==> src/rtl/lockdet_pkg.sv <==
package lockdet_pkg;
  localparam int STATUS_W  = 8;
  localparam int READY_BIT = 7;

  typedef enum logic {
    ST_RUN  = 1'b0,
    ST_STOP = 1'b1
  } lockdet_state_e;
endpackage

==> src/rtl/lockdet_wr_decode.sv <==
module lockdet_wr_decode #(
  parameter int ADDR_W       = 5,
  parameter int HALT_ADDR    = 24,
  parameter int RESTART_ADDR = 25
) (
  input  logic              wr_en_i,
  input  logic [ADDR_W-1:0] wr_addr_i,
  output logic              halt_req_o,
  output logic              restart_req_o
);
  localparam logic [ADDR_W-1:0] HALT_A    = ADDR_W'(HALT_ADDR);
  localparam logic [ADDR_W-1:0] RESTART_A = ADDR_W'(RESTART_ADDR);

  always_comb begin
    halt_req_o    = wr_en_i && (wr_addr_i == HALT_A);
    restart_req_o = wr_en_i && (wr_addr_i == RESTART_A);
  end
endmodule

==> src/rtl/lockdet_seq.sv <==
module lockdet_seq
  import lockdet_pkg::*;
(
  input  logic clk,
  input  logic rst,
  input  logic host_mode_i,
  input  logic halt_req_i,
  input  logic restart_req_i,
  input  logic cyc_end_i,
  output logic running_o,
  output logic start_o,
  output logic ready_o,
  output logic halt_pend_o
);
  lockdet_state_e state_q;
  logic           pend_q;
  logic           ready_q;
  logic           halt_take;
  logic           stop_now;

  // A halt only counts while running in free-running mode.
  always_comb begin
    halt_take = halt_req_i && !host_mode_i && (state_q == ST_RUN);
    stop_now  = cyc_end_i && (host_mode_i || pend_q || halt_take);
    start_o   = (state_q == ST_STOP) && restart_req_i;
  end

  always_ff @(posedge clk) begin
    if (rst) begin
      state_q <= ST_RUN;
      pend_q  <= 1'b0;
      ready_q <= 1'b0;
    end else begin
      case (state_q)
        ST_RUN: begin
          if (stop_now) begin
            state_q <= ST_STOP;
            ready_q <= 1'b1;
            pend_q  <= 1'b0;
          end else if (halt_take) begin
            pend_q <= 1'b1;
          end
        end
        ST_STOP: begin
          if (start_o) begin
            state_q <= ST_RUN;
            ready_q <= 1'b0;
          end
        end
        default: state_q <= ST_RUN;
      endcase
    end
  end

  assign running_o   = (state_q == ST_RUN);
  assign ready_o     = ready_q;
  assign halt_pend_o = pend_q;
endmodule

==> src/rtl/lockdet_accum.sv <==
module lockdet_accum #(
  parameter int METRIC_W = 12,
  parameter int LEN_W    = 16,
  localparam int ACC_W   = METRIC_W + LEN_W
) (
  input  logic                clk,
  input  logic                rst,
  input  logic                run_i,
  input  logic                start_i,
  input  logic [METRIC_W-1:0] metric_i,
  input  logic                metric_vld_i,
  input  logic [LEN_W-1:0]    cycle_len_i,
  output logic                cyc_end_o,
  output logic [ACC_W-1:0]    result_o
);
  logic [LEN_W-1:0] len_q;
  logic [LEN_W-1:0] cnt_q;
  logic [LEN_W-1:0] last_idx;
  logic [ACC_W-1:0] acc_q;
  logic [ACC_W-1:0] res_q;
  logic [ACC_W-1:0] sum_next;
  logic             take;

  always_comb begin
    last_idx  = (len_q == '0) ? '0 : len_q - 1'b1;
    take      = run_i && metric_vld_i;
    cyc_end_o = take && (cnt_q == last_idx);
    sum_next  = acc_q + ACC_W'(metric_i);
  end

  always_ff @(posedge clk) begin
    if (rst) begin
      cnt_q <= '0;
      acc_q <= '0;
      res_q <= '0;
      len_q <= cycle_len_i;
    end else if (start_i) begin
      cnt_q <= '0;
      acc_q <= '0;
      len_q <= cycle_len_i;
    end else if (take) begin
      if (cnt_q == last_idx) begin
        res_q <= sum_next;
        acc_q <= '0;
        cnt_q <= '0;
        len_q <= cycle_len_i;
      end else begin
        acc_q <= sum_next;
        cnt_q <= cnt_q + 1'b1;
      end
    end
  end

  assign result_o = res_q;
endmodule

==> src/rtl/lockdet_integ_ctrl.sv <==
module lockdet_integ_ctrl
  import lockdet_pkg::*;
#(
  parameter int METRIC_W     = 12,
  parameter int LEN_W        = 16,
  parameter int ADDR_W       = 5,
  parameter int DATA_W       = 32,
  parameter int HALT_ADDR    = 24,
  parameter int RESTART_ADDR = 25
) (
  input  logic                      clk,
  input  logic                      rst,
  input  logic [METRIC_W-1:0]       metric_i,
  input  logic                      metric_vld_i,
  input  logic                      wr_en_i,
  input  logic [ADDR_W-1:0]         wr_addr_i,
  input  logic [DATA_W-1:0]         wr_data_i,
  input  logic                      host_mode_i,
  input  logic [LEN_W-1:0]          cycle_len_i,
  output logic [STATUS_W-1:0]       status_o,
  output logic [METRIC_W+LEN_W-1:0] result_o
);
  logic halt_req;
  logic restart_req;
  logic running;
  logic start;
  logic ready;
  logic halt_pend;
  logic cyc_end;
  logic data_unused;

  assign data_unused = ^wr_data_i;

  lockdet_wr_decode #(
    .ADDR_W      (ADDR_W),
    .HALT_ADDR   (HALT_ADDR),
    .RESTART_ADDR(RESTART_ADDR)
  ) dec_i (
    .wr_en_i      (wr_en_i),
    .wr_addr_i    (wr_addr_i),
    .halt_req_o   (halt_req),
    .restart_req_o(restart_req)
  );

  lockdet_seq seq_i (
    .clk          (clk),
    .rst          (rst),
    .host_mode_i  (host_mode_i),
    .halt_req_i   (halt_req),
    .restart_req_i(restart_req),
    .cyc_end_i    (cyc_end),
    .running_o    (running),
    .start_o      (start),
    .ready_o      (ready),
    .halt_pend_o  (halt_pend)
  );

  lockdet_accum #(
    .METRIC_W(METRIC_W),
    .LEN_W   (LEN_W)
  ) acc_i (
    .clk         (clk),
    .rst         (rst),
    .run_i       (running),
    .start_i     (start),
    .metric_i    (metric_i),
    .metric_vld_i(metric_vld_i),
    .cycle_len_i (cycle_len_i),
    .cyc_end_o   (cyc_end),
    .result_o    (result_o)
  );

  for (genvar b = 0; b < STATUS_W; b++) begin : g_status
    if (b == READY_BIT) begin : g_ready
      assign status_o[b] = ready;
    end else begin : g_zero
      assign status_o[b] = 1'b0;
    end
  end
endmodule

==> config.mk <==
export PLATFORM = sky130hd
export DESIGN_NAME = lockdet_integ_ctrl
export DESIGN_NICKNAME = d
export VERILOG_FILES = /design/src/rtl/lockdet_pkg.sv /design/src/rtl/lockdet_wr_decode.sv /design/src/rtl/lockdet_seq.sv /design/src/rtl/lockdet_accum.sv /design/src/rtl/lockdet_integ_ctrl.sv
export SDC_FILE = /design/constraint.sdc
export NUM_CORES = 1
export LEC_CHECK = 0
export ABC_CLOCK_PERIOD_IN_PS = 7700
export CORE_UTILIZATION = 44
export DETAILED_ROUTE_END_ITERATION = 7
export PLACE_DENSITY = 0.78
export SYNTH_ARGS = -nofsm -noshare
export SYNTH_HDL_FRONTEND = slang
export SYNTH_SLANG_ARGS = --single-unit
export TNS_END_PERCENT = 1
==> constraint.sdc <==
create_clock -name clk -period 7.7 [get_ports clk]
set_input_delay 1.155 -clock clk [delete_from_list [all_inputs] [get_ports clk]]
set_output_delay 1.155 -clock clk [all_outputs]
set_load 0.1 [all_outputs]
---- Word level (Yosys, flattened, before mapping) ----
Index checks and enable logic that the tools add are counted.
operators by class
  equal/unequal tests ..................... 5
  muxes and demuxes ....................... 15
  reduce and logical (&&, ||, !) cells .... 20
  $add $sub $neg .......................... 3
  bitwise operators ....................... 2
operator list
  operator                                                                  number
  16-bit 2-to-1 mux                                                         6
  28-bit by 12-bit adder with 28-bit output                                 1
  28-bit 2-to-1 mux                                                         1
  16-bit by 1-bit adder with 16-bit output (second input constant)          1
  16-bit == test                                                            1
  16-bit zero test                                                          1
  16-bit by 1-bit subtractor with 16-bit output (second input constant)     1
  5-bit == test (second input constant)                                     2
  1-bit logical AND                                                         8
  1-bit 2-to-1 mux                                                          6
  2-bit AND reduction                                                       3
  3-bit nonzero test                                                        2
  1-bit one-hot mux with 2 select lines                                     2
  3-bit AND reduction                                                       1
  1-bit logical OR                                                          2
  2-bit by 1-bit inequality test with 1-bit output (second input constant)  1
  2-bit inequality test (second input constant)                             1
  1-bit inverter                                                            2
  2-bit nonzero test                                                        1
  2-bit OR reduction                                                        1
  1-bit zero test                                                           1
storage, ports and cells
  register bits ........................... 91
  output and inout port bits .............. 36
  word-level logic and storage cells ...... 52
  input bits .............................. 70

---- Logic depth before layout (Yosys ltp) ----
Gate-level depths: netlist (run 1).
  depth in word-level cells ............... 8
  mapped depth ............................ 14

---- Cells and area by module ----
From an unflattened synthesis (run 1), not the netlist that was laid out.
unflattened totals
  cells, all modules ...................... 586
  area, all modules ....................... 5270.1 um2
modules (own cells, without submodules)
  module              area an instance (um2)  cells an instance  times used
  lockdet_accum       5038.6                  559                1
  lockdet_seq         133.9                   13                 1
  lockdet_integ_ctrl  63.8                    9                  1
  lockdet_wr_decode   33.8                    5                  1

---- Worst setup path after synthesis (run 1) ----
No wires, ideal clock.
  path type ............................... input port to flip-flop
  start ................................... input metric_i[0]
  end ..................................... register acc_i.res_q[22] (netlist: acc_i.result_o[22])
  data arrival time ....................... 3428 ps
  cell stages on the path ................. 13
  required time ........................... 7620 ps
  slack ................................... 4192 ps
  cells stage by stage .................... ha_1 -> inv_1 -> fa_1 -> nor2b_1 -> o21ai_0 -> a21boi_0 -> o41ai_1 -> o21ai_0 -> o21ba_2 -> clkbuf_1 -> nand2_1 -> xor2_1 -> a211oi_2
between the ends
  word-level cells in the longest chain between the ends .. 1
ends and longest elaborated chain
  element                                    RTL line                  text
  start: declaration                         lockdet_integ_ctrl.sv:13  input logic [METRIC_W-1:0] metric_i,
  28-bit by 12-bit adder with 28-bit output  lockdet_accum.sv:28       sum_next = acc_q + ACC_W'(metric_i);
  end signal: assignment                     lockdet_accum.sv:43       res_q <= sum_next;
  end: declaration                           lockdet_accum.sv:20       logic [ACC_W-1:0] res_q;
Every way passes these cells.
A chain may end at the register's enable or synchronous reset.

---- Final worst setup path (run 1) ----
  start ................................... register acc_i.len_q[2]
  end ..................................... register acc_i.len_q[5], enable pin
between the ends
  word-level cells in the longest chain between the ends .. 5
ends and longest elaborated chain
  element                                                                            RTL line             text
  start: declaration                                                                 lockdet_accum.sv:16  logic [LEN_W-1:0] len_q;
  start signal: assignment                                                           lockdet_accum.sv:36  len_q <= cycle_len_i;
  start signal: assignment                                                           lockdet_accum.sv:40  len_q <= cycle_len_i;
  start signal: assignment                                                           lockdet_accum.sv:46  len_q <= cycle_len_i;
  16-bit by 1-bit subtractor with 16-bit output or 16-bit zero test (tied branches)  lockdet_accum.sv:25  last_idx = (len_q == '0) ? '0 : len_q - 1'b1;
  16-bit 2-to-1 mux (*)                                                              lockdet_accum.sv:25
  16-bit == test (*)                                                                 lockdet_accum.sv:42  if (cnt_q == last_idx) begin
  3-bit nonzero test (no line) (*)                                                   n/a
  2-bit AND reduction (no line) (*)                                                  n/a
Every way passes the cells marked *; elsewhere a longest branch is shown, timed or not.

==> results.json, run 1 <==
{
  "run_status": "complete, no violations",
  "hpwl_microns": 7421,
  "first_pass_iters": 4,
  "place_ws_ps": 3424,
  "numClockSinks": 91,
  "slew_headroom_pct": 18.39,
  "min_period_over_period_pct": 55.10,
  "avgRoutedWirePerCell_microns": 14.43,
  "fp.dieW_microns": 107.3,
  "n_antenna_cell": 0,
  "synth_cells": 523,
  "timing.final.hold_violations": 0,
  "synth_edf_count": 16,
  "ys_types": 63,
  "grt_antenna_before_repair": 0,
  "grt_first_pass_wirelength_microns": 17310,
  "synth.avg_cell_area_sq_um": 9.333,
  "finalCriticalPeriod_ps": 4243,
  "criticalPathCategory": "flip-flop to flip-flop",
  "drv_slew": 0,
  "fp.dieH_microns": 107.3,
  "yosysWarningCount": 0,
  "avgViaCountPerCell": 5.463,
  "ir_drop_uv": 94.07,
  "ys.flop_type": "dfxtp_1",
  "cts_resized": 0,
  "std_cell_rows": 38,
  "netlist_area_sq_um": 4881,
  "placed_area_sq_um": 5567,
  "path_clk_slew_ps": 100,
  "cap_violations": 0,
  "worst_skew_pair.late_latency_ps": 390,
  "drt-initial-drc-count": 271,
  "hp-class": "flip-flop to flip-flop",
  "cts_root_buffer": "clkbuf_8",
  "power.density_nw_per_um2": 177.9,
  "r2r_slack_ps": 3460,
  "grt_remaining_overflow": 0,
  "grt_pass1_vias": 3817,
  "tns_ps": 0,
  "drive_gt1_share_pct": 7.890,
  "finalWorstSetupSlack_ps": 3457,
  "vias": 3950,
  "ys_seq_elements": 91,
  "max_freq_mhz": 235.7,
  "postCtsSetupRepairBufs": 0,
  "rsz0062_at_grt": "false",
  "areaGrowthSynthToFinish_pct": 18.12,
  "crit_fanout": 45,
  "required_ps": 7720,
  "fin_skew_ps": 17.32,
  "design_area_sq_um": 5766,
  "postCtsHoldBufs": 0,
  "io_pins": 106,
  "routabilityCongestion": 0.8342,
  "clk_path_buf_depth": 2,
  "start_util_pct": 45.03,
  "final_nets": 664,
  "core_sq_um": 10840,
  "grt_max_degree": 46,
  "numCtsBuffers": 9,
  "cts_tree": "done",
  "leakagePower_nw": 2.058,
  "ys_seq_area_share_pct": 40.60,
  "tightest_slew_ps": 1217,
  "start_kind": "flip-flop",
  "drtAntennaViolNets": 0,
  "finalSetupViolations": 0,
  "routed_wl_microns": 10430,
  "cts_max_level": 3,
  "track_usage_pct": 18.99,
  "ys_async_sr_fraction_pct": 0,
  "crit_arrival_ps": 4260,
  "die_area_sq_um": 11520,
  "critPathCaptureType": "flip-flop",
  "drc": 0,
  "io_buffers": 66
}
==> routing by layer <==
layer / wire length [microns] / GRT usage, % / share of wire, % / vias to the layer above
met5: 0 / 0 / 0 / -
met4: 209 / 8.023 / 2.0 / 0
met1: 4902 / 24.20 / 47 / 1876
met2: 4858 / 31.43 / 47 / 92
met3: 463 / 3.571 / 4.4 / 15
li1: - / - / - / 1967
==> final timing paths <==
path	depth (start not counted)	endpoint	from
min reg2reg	2	seq_i.ready_o	seq_i.ready_o
max	8	acc_i.len_q[5]	acc_i.len_q[2]
min	2	seq_i.ready_o	seq_i.ready_o
max reg2reg	8	acc_i.len_q[5]	acc_i.len_q[2]
==> registers in the layout, summed over array words and instances, names as in the netlist <==
signal	flops
acc_i.len_q	16
acc_i.result_o	28
seq_i.state_q	1
acc_i.cnt_q	16
seq_i.ready_o	1
acc_i.acc_q	28
seq_i.halt_pend_o	1
==> layout make-up <==
cell class | instances | area [sq um]
Inverter | 14 | 52.55
Sequential cell | 91 | 1982
Fill cell | 951 | 5075
Timing Repair Buffer | 68 | 675.6
Multi-Input combinational cell | 395 | 2681
Clock buffer | 10 | 137.6
Tap cell | 140 | 175.2
Clock inverter | 5 | 61.31
==> cell usage in the layout, fill, tap and decap left out, types with 3 or more instances in the layout <==
cell             Yosys  routed
xor2_1              30      30
inv_1               14      14
nand2b_1             3       3
edfxtp_1            16      16
dfxtp_1             75      75
o311ai_0             4       4
nand3_1             21      21
nor3b_1              3       3
ha_1                14      14
a22o_1              14      14
clkdlybuf4s50_1      0      66
nor2_2               9       9
nand2_1             36      36
and3_1              16      15
o31ai_1              4       4
nor3_1               8       8
a211oi_1            11      11
o21a_1               3       3
xnor2_1             25      25
nor2b_1              3       3
nor2_1              70      70
a22oi_1              3       3
a211oi_2             5       5
o22ai_1              3       3
nand4_1              9       9
and4_1               3       3
o21ai_0             15      15
clkbuf_8             0      10
conb_1               1       7
o21ba_2              3       3
a21oi_1             14      14
mux2i_1             21      21
==> stage by stage <==
step	power, W	utilization (%)	hold slack (ps)	cells
final	0.001026	53.19	480.8	723
after global placement	0.0006912	51.35	465.4	708
after detailed placement	0.0006987	51.35	466.4	708
after CTS	0.001028	53.19	480.9	723
after floorplan	0.0006555	-	450.8	529
after global routing	0.001070	53.19	504.7	723
==> where the power goes <==
part	internal (W)	switching [W]
clock	0.000159	0.000176
combinational	0.0000738	0.0000959
sequential	0.000502	0.0000187
==> cells in the mapped netlist, types with 4 or more instances <==
master	instances	share of area, %
dfxtp_1	75	31
o31ai_1	4	0.62
nor2_2	9	1.2
a211oi_2	5	1.3
buf_6	6	1.4
nor2_1	70	5.4
nand3_1	21	2.2
a211oi_1	11	1.7
and3_1	16	2.1
xor2_1	30	5.4
clkbuf_1	11	0.85
nand2_1	36	2.8
edfxtp_1	16	9.8
xnor2_1	25	4.5
mux2i_1	21	4.3
a21oi_1	14	1.4
inv_1	14	1.1
buf_4	8	1.2
nand4_1	9	1.2
o21ai_0	15	1.5
nor3_1	8	0.82
ha_1	14	3.6
buf_2	4	0.41
a22o_1	14	2.5
o311ai_0	4	0.72
==> worst max-delay path, stage by stage, from the launching register on <==
cell and delay, ps:
edfxtp_1 490, nor4_4 690, nand4_1 200, xor2_1 210
a211o_1 300, o32ai_1 220, o2111a_1 300, and3_2 870
or2_4 580
==> kinds of logic after synthesis <==
| family | count (synthesis) | share of synthesized area, % |
|---|---|---|
| flip-flops | 91 | 40.60 |
| AO/OA/AOI/OAI | 99 | 15.28 |
| buffers and inverters | 43 | 4.947 |
| AND/OR/NAND/NOR | 197 | 20.46 |
| other | 1 | 0.07683 |
| multiplexers | 21 | 4.307 |
| adder cells (fa/ha/maj) | 15 | 3.999 |
| XOR/XNOR | 56 | 10.33 |
Power figures use the tool's default switching activity.
==> run 2: changes to the inputs <==
Settings changed: ABC_CLOCK_PERIOD_IN_PS 7700 to 3500, PLACE_DENSITY 0.78 to 0.81.
Clock period 7.7 ns to 3.5 ns, I/O delays scaled along.
==> run 2 against run 1 <==
- worst setup slack got worse by 3100 ps
- design area increased by 1.7%
- core utilization grew 0.91 points
- fmax grew 33%
- worst hold slack improved by 12 ps
- die area did not move
- clock skew fell by 3.8 ps
- clock power up 110%
- critical path type unchanged
- largest power group unchanged
==> results.json, run 2 (synthesis gave the netlist of run 1 again) <==
{
  "grt_pass1_vias": 3869,
  "cts_tree": "done",
  "place_ws_ps": 38.14,
  "r2r_slack_ps": 320,
  "combPwrFrac_pct": 17.4,
  "p_clk_share_pct": 31.8,
  "slowest_delay_ps": 480,
  "endpoint": "acc_i.result_o[2]",
  "drt-initial-drc-count": 267,
  "max_freq_mhz": 314.5,
  "numClockSinks": 91,
  "die_area_sq_um": 11520,
  "fin_skew_ps": 13.54,
  "grt_remaining_overflow": 0,
  "drtAntennaViolNets": 0,
  "final_core_util_pct": 54.10,
  "avgRoutedWirePerCell_microns": 14.35,
  "r2r-end": "acc_i.result_o[2]",
  "seq_power_share_pct": 50.9,
  "grt-busiest-layer": "met2",
  "finalWorstSetupSlack_ps": 319.9,
  "areaGrowthSynthToFinish_pct": 20.15,
  "use_met3_pct": 3.692,
  "leakagePower_nw": 2.114,
  "placed_area_sq_um": 5662,
  "cts_max_level": 3,
  "grt_first_pass_wirelength_microns": 17820,
  "vias": 3934,
  "final_nets": 675,
  "crit_chain": "nor4_4 > buf_4 > nand4_1 > xor2_1 > a211o_1 > o32ai_1 > o2111a_1 > and3_2 > buf_6 > mux2i_1 > nor2_1",
  "n_antenna_cell": 0,
  "tightest_slew_ps": 984.9,
  "worst-path-buf-inv": 2,
  "start_kind": "flip-flop",
  "path_depth": 11,
  "clk_path_buf_depth": 2,
  "path_clk_slew_ps": 90,
  "p_int_w": 0.001609,
  "slowest_stage": "edfxtp_1",
  "crit_start": "acc_i.len_q[2]",
  "slew_headroom_pct": 34.14,
  "p_sw_share_pct": 28.42,
  "cpLargestDelayFamily": "compound AO/OA/AOI/OAI gates",
  "worst_skew_pair.late_latency_ps": 370,
  "fp.dieW_microns": 107.3,
  "first_pass_iters": 4,
  "design_area_sq_um": 5864,
  "final_cell_mix": "dfxtp_1, nor2_1, clkdlybuf4s50_1, nand2_1, xor2_1",
  "drive_gt1_share_pct": 9.428,
  "postCtsHoldBufs": 0,
  "rsz0062_at_grt": "false",
  "track_usage_pct": 19.44,
  "mostFrequentLayoutCell": "dfxtp_1",
  "power.density_nw_per_um2": 383.4,
  "finalCriticalPeriod_ps": 3180,
  "crit_fanout": 37,
  "fillers": 955,
  "routabilityCongestion": 0.8628,
  "cts_root_buffer": "clkbuf_8",
  "p_sw_w": 0.0006389,
  "io_pins": 106,
  "cap_violations": 0,
  "use_met2_pct": 32.03,
  "ir_drop_uv": 241.4,
  "numCtsBuffers": 9,
  "std_cell_rows": 38,
  "core_sq_um": 10840,
  "fp.dieH_microns": 107.3,
  "start_util_pct": 45.03,
  "critPathCaptureType": "flip-flop",
  "criticalPathCategory": "flip-flop to flip-flop",
  "tns_ps": 0,
  "whs_ps": 492.7,
  "grt_util_met1_pct": 24.82,
  "routed_wl_microns": 10530,
  "finalSetupViolations": 0,
  "drc": 0,
  "io_buffers": 66,
  "drv_slew": 0,
  "crit_arrival_ps": 3440,
  "run_status": "complete, no violations",
  "crit-reg2reg-launch": "acc_i.len_q[2]",
  "avgViaCountPerCell": 5.360,
  "timing.final.hold_violations": 0,
  "grt_max_degree": 38,
  "grt_antenna_before_repair": 0,
  "hpwl_microns": 7698,
  "required_ps": 3760,
  "rr_worst_depth": 11,
  "min_period_over_period_pct": 90.86,
  "hp-class": "flip-flop to flip-flop"
}
run 2: cell count changes in the layout (fill, tap and decap cells not counted):
cell	before	now
clkbuf_8	10	9
a21boi_2	1	0
buf_4	2	11
clkbuf_1	0	1
a21boi_4	0	1
buf_6	0	1
buf_12	0	1
clkinvlp_4	0	1
clkinv_2	1	0
run 2: through the flow:
stage / total power [W] / std cells
global placement: 0.001537 / 719
global route: 0.002346 / 734
CTS: 0.002259 / 734
detailed placement: 0.001555 / 719
finish: 0.002248 / 734
floorplan: 0.001442 / 529
run 2: power groups by stage:
stage	combinational, W	sequential [W]	clock (W)
5_1_grt	0.000428	0.00115	0.000769
3_3_place_gp	0.000372	0.00116	0
2_1_floorplan	0.000285	0.00116	0
4_1_cts	0.000390	0.00114	0.000725
6_report	0.000391	0.00114	0.000714
3_5_place_dp	0.000387	0.00117	0
run 2: final cells by class:
| type | instances | area, sq um | area share (%) |
|---|---|---|---|
| tap | 140 | 175.2 | 2.987 |
| sequential | 91 | 1982 | 33.80 |
| clock inverter | 5 | 63.81 | 1.088 |
| clock buffer | 10 | 127.6 | 2.176 |
| multi-input combinational | 395 | 2689 | 45.85 |
| timing repair buffer | 79 | 774.5 | 13.21 |
| inverter | 14 | 52.55 | 0.8961 |
run 2: worst reg2reg max path, delay by kind of cell (launching register included):
family / cells / cell delay [ps]
AOI/OAI and AO/OA: 3 / 890
xor gates and xnor gates: 1 / 200
buffers and inverters: 2 / 520
DFF: 1 / 480
muxes: 1 / 240
and+or+nand+nor: 4 / 740
run 2: worst min-delay path by stage:
| stage | startpoint | to | slack, ps | cells after the start |
|---|---|---|---|---|
| final | acc_i.acc_q[9] | acc_i.acc_q[9] | 490 | 1 |
| after global routing | acc_i.acc_q[4] | acc_i.acc_q[4] | 510 | 1 |
| after CTS | acc_i.acc_q[4] | acc_i.acc_q[4] | 500 | 1 |
| after detailed placement | acc_i.acc_q[9] | acc_i.acc_q[9] | 470 | 1 |
| after global placement | seq_i.ready_o | seq_i.ready_o | 460 | 2 |
| after floorplan | acc_i.acc_q[1] | acc_i.acc_q[1] | 450 | 2 |
run 2: timing repair:
item | in CTS | in global routing
resized for setup | 0 | 2
endpoints found under the setup margin | 0 | 43
buffers inserted | 0 | 0
run 2: layer usage:
layer  routed length [microns]  part of all wire [%]  up-vias
met2                      5116                    49       84
met5                         0                     0        -
met1                      4794                    46     1845
met3                       445                   4.2       16
li1                          -                     -     1989
met4                       177                   1.7        0
==> run 3: changes to the inputs <==
Settings changed: CORE_MARGIN set to 4.
==> run 3 against run 2 <==
- worst setup slack got worse by 81 ps
- clock skew decreased by 1.8 ps
- power decreased by 1.5%
- critical path type unchanged
- largest cell class unchanged
==> results.json, run 3 (synthesis gave the netlist of run 1 again) <==
{
  "io_pins": 106,
  "drt-initial-drc-count": 214,
  "track_usage_pct": 17.20,
  "routabilityCongestion": 0.8677,
  "grt_max_degree": 32,
  "numClockSinks": 91,
  "cts_root_buffer": "clkbuf_8",
  "first_pass_iters": 6,
  "numCtsBuffers": 9,
  "cap_violations": 0,
  "hpwl_microns": 7926,
  "finalCriticalPeriod_ps": 3261,
  "grt_antenna_before_repair": 0,
  "place_inst": 722,
  "vias": 4012,
  "hold_start": "seq_i.ready_o",
  "routed_wl_microns": 10630,
  "rsz0062_at_grt": "false",
  "avgViaCountPerCell": 5.422,
  "fin_cells": 740,
  "start_kind": "flip-flop",
  "io_buffers": 66,
  "criticalPathCategory": "flip-flop to flip-flop",
  "finalSetupViolations": 0,
  "crit_arrival_ps": 3320,
  "std_cell_rows": 38,
  "n_antenna_cell": 0,
  "design_area_sq_um": 5886,
  "fillers": 960,
  "drtAntennaViolNets": 0,
  "critPathCaptureType": "flip-flop",
  "slowest_delay_ps": 480,
  "use_met2_pct": 29.38,
  "min_path_cells": 2,
  "cts_max_level": 3,
  "crit_fanout": 19,
  "use_met3_pct": 3.850,
  "leakagePower_nw": 2.132,
  "die_area_sq_um": 12840,
  "areaGrowthSynthToFinish_pct": 20.58,
  "multi_input_area_sq_um": 2698,
  "required_ps": 3560,
  "min_period_over_period_pct": 93.17,
  "core_sq_um": 10840,
  "ir_drop_uv": 215.5,
  "slew_headroom_pct": 34.09,
  "worst_skew_pair.late_latency_ps": 380,
  "grt_remaining_overflow": 0,
  "grt_util_met1_pct": 21.63,
  "tightest_slew_ps": 985.6,
  "grt_pass1_vias": 4004,
  "grt_first_pass_wirelength_microns": 18210,
  "seq_area_sq_um": 1982,
  "power.density_nw_per_um2": 376.4,
  "r2r_slack_ps": 240,
  "final_cell_mix": "dfxtp_1, nor2_1, clkdlybuf4s50_1, nand2_1, xor2_1",
  "placed_area_sq_um": 5672,
  "slowest_stage": "edfxtp_1",
  "rr_worst_depth": 9,
  "crit_chain": "nor4_4 > nand4_1 > xor2_1 > a211o_1 > o32ai_1 > o2111a_1 > and3_2 > or2_4 > buf_4",
  "crit-reg2reg-launch": "acc_i.len_q[7]",
  "drive_gt1_share_pct": 10.83,
  "timing.final.hold_violations": 0,
  "path_clk_slew_ps": 100,
  "clk_path_buf_depth": 2,
  "start_util_pct": 45.03,
  "fp.dieW_microns": 113.3,
  "max_freq_mhz": 306.7,
  "hp-class": "flip-flop to flip-flop",
  "worstHoldEndpoint": "seq_i.ready_o",
  "fin_skew_ps": 11.69,
  "fp.dieH_microns": 113.3,
  "mostFrequentLayoutCell": "dfxtp_1",
  "avgRoutedWirePerCell_microns": 14.37,
  "grt-busiest-layer": "met2",
  "cts_tree": "done",
  "drc": 0,
  "run_status": "complete, no violations",
  "r2r-end": "acc_i.len_q[10]",
  "drv_slew": 0,
  "final_nets": 680
}
[run 3: cell count changes in the layout (fill, tap and decap cells not counted), sizes merged]
cell,before,now
clkinv,2,3
buf,13,18
inv,15,17
clkbuf,10,9
bufinv,1,0
[run 3: how the worst max path moves through the flow]
stage                        start            endpoint  slack, ps  cells past startpoint
CTS                 acc_i.len_q[2]     acc_i.len_q[13]        110                     10
global placement       metric_i[0]  acc_i.result_o[16]         80                     13
floorplan           acc_i.len_q[6]      acc_i.len_q[0]        570                     10
finish              acc_i.len_q[7]     acc_i.len_q[10]        240                      9
global route        acc_i.len_q[3]     acc_i.acc_q[21]         30                     10
detailed placement     metric_i[0]  acc_i.result_o[16]        -50                     13
[run 3: worst max-delay path, delay by kind of cell (launching register included)]
kind	cells	cell delay [ps]
buffers and inverters	1	260
AO/OA/AOI/OAI	3	890
flip-flops	1	480
AND/OR/NAND/NOR	4	1110
XOR/XNOR	1	210
[run 3: stage by stage]
| stage | util [%] | setup TNS (ps) | hold WS [ps] | total power (W) | worst slack (ps) |
|---|---|---|---|---|---|
| 2_1_floorplan | - | 0 | 450.8 | 0.001442 | 573.1 |
| 3_3_place_gp | 52.32 | 0 | 461.5 | 0.001539 | 81.41 |
| 3_5_place_dp | 52.32 | -149.9 | 471.5 | 0.001555 | -48.62 |
| 4_1_cts | 54.07 | 0 | 494.9 | 0.002223 | 107.0 |
| 5_1_grt | 54.29 | 0 | 511.5 | 0.002327 | 27.42 |
| 6_report | 54.29 | 0 | 492.2 | 0.002215 | 239.0 |
[run 3: where the power goes]
| part | internal (W) | switching [W] | leakage [nW] |
|---|---|---|---|
| clock network | 0.000269 | 0.000408 | 0.0921 |
| registers | 0.00110 | 0.0000401 | 0.763 |
| logic | 0.000179 | 0.000215 | 1.28 |
[run 3: area by class of cell]
class | instances | area share, %
Clock buffer | 9 | 2.105
Clock inverter | 7 | 0.9992
Inverter | 14 | 0.8929
Multi-Input combinational cell | 395 | 45.83
Sequential cell | 91 | 33.67
Tap cell | 140 | 2.976
Timing Repair Buffer | 84 | 13.52
[run 3: layer usage]
| layer | vias to the layer above | wire length, microns |
|---|---|---|
| met3 | 12 | 547 |
| met1 | 1891 | 4771 |
| met5 | - | 0 |
| met2 | 102 | 5155 |
| li1 | 2007 | - |
| met4 | 0 | 159 |
[run 3: what timing repair did]
action	4_1_cts	5_1_grt
pin swaps	0	3
resized for setup	1	2
setup buffers	0	2
hold buffers	0	0
cloned	0	0
endpoints found under the setup margin	8	34
